===== config.mk =====
export PLATFORM = sky130hd
export DESIGN_NAME = sleep_clk_gate_ctrl
export DESIGN_NICKNAME = d
export VERILOG_FILES = /design/src/rtl/pmc_pkg.sv /design/src/rtl/pmc_rst_sync.sv /design/src/rtl/pmc_wake_detect.sv /design/src/rtl/pmc_state_fsm.sv /design/src/rtl/pmc_periph_mux.sv /design/src/rtl/sleep_clk_gate_ctrl.sv
export SDC_FILE = /design/constraint.sdc
export NUM_CORES = 1
export LEC_CHECK = 0
export BUFFER_PORTS_ARGS = -buffer_cell sky130_fd_sc_hd__buf_2
export CAP_MARGIN = 20
export CELL_PAD_IN_SITES_DETAIL_PLACEMENT = 0
export CELL_PAD_IN_SITES_GLOBAL_PLACEMENT = 2
export CORE_ASPECT_RATIO = 0.5
export CORE_MARGIN = 2
export CORE_UTILIZATION = 10
export DETAILED_ROUTE_END_ITERATION = 8
export PLACE_DENSITY = 0.74
export SLEW_MARGIN = 20
export SYNTH_ARGS = -nofsm -noshare
export SYNTH_HDL_FRONTEND = slang
export SYNTH_SLANG_ARGS = --single-unit

===== constraint.sdc =====
create_clock -name clk -period 1.4 [get_ports clk]
set_clock_uncertainty 0.15 [all_clocks]
set_input_delay 0.21 -clock clk [delete_from_list [all_inputs] [get_ports clk]]
set_output_delay 0.21 -clock clk [all_outputs]
set_load 0.02 [all_outputs]

===== src/rtl/pmc_pkg.sv =====
package pmc_pkg;
  typedef enum logic {
    PM_RUN   = 1'b0,
    PM_SLEEP = 1'b1
  } pm_state_e;
endpackage


===== src/rtl/pmc_rst_sync.sv =====
module pmc_rst_sync #(
  parameter int STAGES = 2
) (
  input  logic clk,
  input  logic rst_n,
  output logic rst_n_sync
);
  logic [STAGES-1:0] chain_q;

  always_ff @(posedge clk or negedge rst_n) begin
    if (!rst_n) chain_q <= '0;
    else        chain_q <= {chain_q[STAGES-2:0], 1'b1};
  end

  assign rst_n_sync = chain_q[STAGES-1];
endmodule


===== src/rtl/pmc_wake_detect.sv =====
module pmc_wake_detect #(
  parameter int N_IRQ = 8
) (
  input  logic [N_IRQ-1:0] irq_pending,
  input  logic [N_IRQ-1:0] irq_enable,
  output logic             wake
);
  logic [N_IRQ-1:0] armed;

  for (genvar i = 0; i < N_IRQ; i++) begin : g_line
    assign armed[i] = irq_pending[i] & irq_enable[i];
  end

  assign wake = |armed;
endmodule


===== src/rtl/pmc_state_fsm.sv =====
module pmc_state_fsm
  import pmc_pkg::*;
(
  input  logic      clk,
  input  logic      rst_n,
  input  logic      wfi_req,
  input  logic      wake,
  output pm_state_e state
);
  pm_state_e state_d, state_q;

  always_comb begin
    state_d = state_q;
    unique case (state_q)
      PM_RUN:   if (wfi_req && !wake) state_d = PM_SLEEP;
      PM_SLEEP: if (wake)             state_d = PM_RUN;
      default:                        state_d = PM_RUN;
    endcase
  end

  always_ff @(posedge clk or negedge rst_n) begin
    if (!rst_n) state_q <= PM_RUN;
    else        state_q <= state_d;
  end

  assign state = state_q;

  p_enter_sleep_r2: assert property (@(posedge clk) disable iff (!rst_n)
    (state_q == PM_RUN && wfi_req && !wake) |=> (state_q == PM_SLEEP));

  p_blocked_entry_r3: assert property (@(posedge clk) disable iff (!rst_n)
    (state_q == PM_RUN && wake) |=> (state_q == PM_RUN));

  p_stay_asleep_r4: assert property (@(posedge clk) disable iff (!rst_n)
    (state_q == PM_SLEEP && !wake) |=> (state_q == PM_SLEEP));

  p_wake_up_r5: assert property (@(posedge clk) disable iff (!rst_n)
    (state_q == PM_SLEEP && wake) |=> (state_q == PM_RUN));
endmodule


===== src/rtl/pmc_periph_mux.sv =====
module pmc_periph_mux #(
  parameter int N_PERIPH = 16
) (
  input  logic                sleeping,
  input  logic                auto_gate_en,
  input  logic [N_PERIPH-1:0] run_en,
  input  logic [N_PERIPH-1:0] sleep_en,
  output logic [N_PERIPH-1:0] periph_clk_en
);
  logic use_sleep_set;

  assign use_sleep_set = sleeping & auto_gate_en;

  for (genvar p = 0; p < N_PERIPH; p++) begin : g_periph
    assign periph_clk_en[p] = use_sleep_set ? sleep_en[p] : run_en[p];
  end
endmodule


===== src/rtl/sleep_clk_gate_ctrl.sv =====
module sleep_clk_gate_ctrl
  import pmc_pkg::*;
#(
  parameter int N_IRQ      = 8,
  parameter int N_PERIPH   = 16,
  parameter int RST_STAGES = 2
) (
  input  logic                clk,
  input  logic                rst_n,
  input  logic                wfi_req,
  input  logic [N_IRQ-1:0]    irq_pending,
  input  logic [N_IRQ-1:0]    irq_enable,
  input  logic                auto_gate_en,
  input  logic [N_PERIPH-1:0] run_en,
  input  logic [N_PERIPH-1:0] sleep_en,
  output logic                core_clk_en,
  output logic [N_PERIPH-1:0] periph_clk_en,
  output logic                in_sleep
);
  logic      rst_n_sync;
  logic      wake;
  pm_state_e state;

  pmc_rst_sync #(.STAGES(RST_STAGES)) u_rst_sync (
    .clk        (clk),
    .rst_n      (rst_n),
    .rst_n_sync (rst_n_sync)
  );

  pmc_wake_detect #(.N_IRQ(N_IRQ)) u_wake (
    .irq_pending (irq_pending),
    .irq_enable  (irq_enable),
    .wake        (wake)
  );

  pmc_state_fsm u_fsm (
    .clk     (clk),
    .rst_n   (rst_n_sync),
    .wfi_req (wfi_req),
    .wake    (wake),
    .state   (state)
  );

  assign in_sleep    = (state == PM_SLEEP);
  assign core_clk_en = (state == PM_RUN);

  pmc_periph_mux #(.N_PERIPH(N_PERIPH)) u_mux (
    .sleeping      (in_sleep),
    .auto_gate_en  (auto_gate_en),
    .run_en        (run_en),
    .sleep_en      (sleep_en),
    .periph_clk_en (periph_clk_en)
  );

  p_core_en_r9: assert property (@(posedge clk) disable iff (!rst_n_sync)
    core_clk_en != in_sleep);

  p_run_set_r6: assert property (@(posedge clk) disable iff (!rst_n_sync)
    !in_sleep |-> (periph_clk_en == run_en));

  p_reset_run_r1: assert property (@(posedge clk)
    !rst_n_sync |-> (core_clk_en && !in_sleep));
endmodule


==> out/metrics.csv <==
stage,metric,value,unit
outcome,outcome,"finished, violations left",
outcome,violated checks,negative setup slack,
timing,WHS,18.1,ps
power,clock power share,41.9,%
synth,cell area after synthesis,373,um2
power,Sw Pwr,0.149,mW
synth,Syn Inst Count,29,
timing,Final Hold Fails,0,
timing,RSZ-0062 raised after global routing,yes,
worst_setup_path,worst-path fanout max,6,
min_path,HP Class,in2reg,
drt,drt via density,3.35,
finish,core occupancy in the finished layout,28.4,%
power,switch share,25.3,%
floorplanning,area of the core,3510,um2
finish,Non-Filler Instances,158,
timing,"Setup violations, final",16,
power,combinational share of power,42.3,%
place,Final Wtd Congestion,0.654,
global_routing,grt total ovfl,0,
floorplanning,Die H,47.2,um
finish,fillcell total,384,
worst_setup_path,Worst Path Arrival,1320,ps
job,Max-Cap Viols,0,
power,Worst VDD drop,217,uV
worst_setup_path,startpoint class of the critical path,flop,
finish,number of diodes,0,
timing,minimum clock period,1680,ps
clock_network,CTS Buffer Depth,2,
worst_setup_path,Reg2Reg Setup Slack,420,ps
drt,Iter 0 DRT Violations,9,
worst_setup_path,"delay-heaviest family, CP",flip-flops,
drt,via count,530,
timing,final worst slack,-280,ps
floorplanning,Die Wd,90.4,um
power,Pint,0.439,mW
floorplanning,initial core utilization,10.6,%
timing,max-slew violation count,0,
worst_setup_path,CP peak stage delay,410,ps
drt,Post-Route WL,1.49,mm
floorplanning,row count,15,
synth,syn_nets,81,
clock_network,Root Driver,clkbuf_8,
clock_network,clk slew on worst S/H paths,30,ps
global_routing,vias in the first global route,403,
timing,Max Fclk,595,MHz
power,Power Dens Cells,591,nW/um2
synth,yosys warns,0,
place,Place WS,-65.8,ps
synth,#FFs+latches synth,3,
worst_setup_path,Worst setup EP type,output port,
floorplanning,IO Count,70,
floorplanning,die area,4260,um2
clock_network,CTS tree,yes,
place,Post-Place Cells,151,
drt,TritonRoute pass-1 iters,4,
clock_network,worst skew pair latency,210,ps
global_routing,first-pass GRT wire length,1.78,mm
global_routing,largest net degree at the start of global routing,12,
global_routing,antenna violations before repair,0,
synth,Yosys cell types,12,
clock_network,post-CTS setup buffers,0,
power,total power,0.589,mW
global_routing,Tot GR Track Use,5.45,%
drt,remaining antenna violation count,0,
drt,Remaining DRCs,0,
clock_network,TritonCTS buffer count,3,
finish,share of cells above drive strength 1,87.9,%
timing,Final Cycle Share,120,%
place,Port-buffer cells,69,
finish,Area Overhead vs Synth,167,%
worst_setup_path,CP Buf/Inv Count,2,
synth,syn_area_per_cell,12.9,um2
worst_setup_path,Setup CP Type,reg2out,
power,leakage power,0.559,nW
finish,Layout Nets,160,
worst_setup_path,WP depth,4,
worst_setup_path,worst endpoint required time,1040,ps
worst_setup_path,crit path cell chain,"nand2_4, buf_12, mux2_2, buf_6",
clock_network,CTS sink count,3,
clock_network,H-tree level count,1,
worst_setup_path,reg2reg path depth,3,
power,Sequential Power Share,15.8,%
min_path,Hold Path Stages,2,
drt,routed len/inst,9.45,um
worst_setup_path,Worst path slowest cell,dfrtp_2,
synth,sequential share of the synthesized area,20.1,%
final timing paths:
check / startpoint / to
hold reg to reg: u_rst_sync.chain_q[0] / u_rst_sync.chain_q[1]
setup / recovery: u_fsm.state / periph_clk_en[4]
setup reg to reg: u_fsm.state / u_fsm.state
min in group asynchronous: rst_n / u_rst_sync.chain_q[1]
max in group asynchronous: u_rst_sync.chain_q[1] / u_fsm.state
hold / removal: irq_enable[5] / u_fsm.state
per-layer routing:
layer | vias up | part of all wire (%) | wire [um] | GRT usage (%)
li1 | 268 | - | - | -
met1 | 236 | 37 | 550 | 5.93
met2 | 26 | 56 | 841 | 9.32
met3 | 0 | 6.7 | 100 | 2.73
met4 | 0 | 0 | 0 | 2.77
met5 | - | 0 | 0 | 0
Yosys cell counts:
cell type	n	area share [%]
mux2_4	10	40
dfrtp_1	3	20
a222oi_1	1	2.7
inv_1	1	1.0
nand2_4	1	3.0
nand3_1	1	1.3
a22oi_1	2	4.0
conb_1	1	1.0
buf_12	1	5.4
a211oi_1	1	2.0
mux2_2	6	18
nor2_1	1	1.0
power by group through the flow:
stage,Clock [mW],Sequential (mW),Combinational [mW]
CTS,0.256,0.0930,0.205
finish,0.246,0.0930,0.249
global placement,0,0.0944,0.198
detailed placement,0,0.0942,0.200
global route,0.265,0.0934,0.266
floorplan,0,0.0958,0.0962
logic make-up after synthesis:
family / Yosys count / share of synthesized area [%]
multiplexers: 16 / 58.4
AO/OA/AOI/OAI: 4 / 8.72
flip-flops: 3 / 20.1
AND/OR/NAND/NOR: 3 / 5.37
buffers and inverters: 2 / 6.38
other: 1 / 1.01
final cells by class:
type	count	area, um2	area share [%]
flip-flops and latches	3	76.3	7.66
multi-input cells	24	278	27.9
clock buffers	4	45.0	4.52
repair buffers	75	529	53.1
well taps	51	63.8	6.41
inverters	1	3.75	0.377
state kept, by name, indices dropped and copies added, names as in the netlist:
name                cells
u_fsm.state             1
u_rst_sync.chain_q      2
layout by cell type, fill, tap and decap left out, types with 2 or more instances in the layout:
master / synthesis / layout
buf_2: 0 / 53
buf_6: 0 / 17
dfrtp_1: 3 / 2
dlygate4sd3_1: 0 / 2
a22oi_1: 2 / 2
clkbuf_8: 0 / 3
mux2_4: 10 / 11
mux2_2: 6 / 5
metrics by stage:
step | area (um2) | setup TNS [ps]
after detailed placement | 798 | -820
after floorplan | 374 | -191
after CTS | 863 | -4520
final | 996 | -4330
after global placement | 798 | -602
after global routing | 996 | -4940
what timing repair did:
action	4_1_cts	5_1_grt
endpoints found under the setup margin	16	16
gates resized for setup	0	34
endpoints found under the hold margin	3	0
hold buffers	2	0
gates cloned	0	1
pin swaps	0	1
No activity file was read; power rests on OpenSTA's default activity.
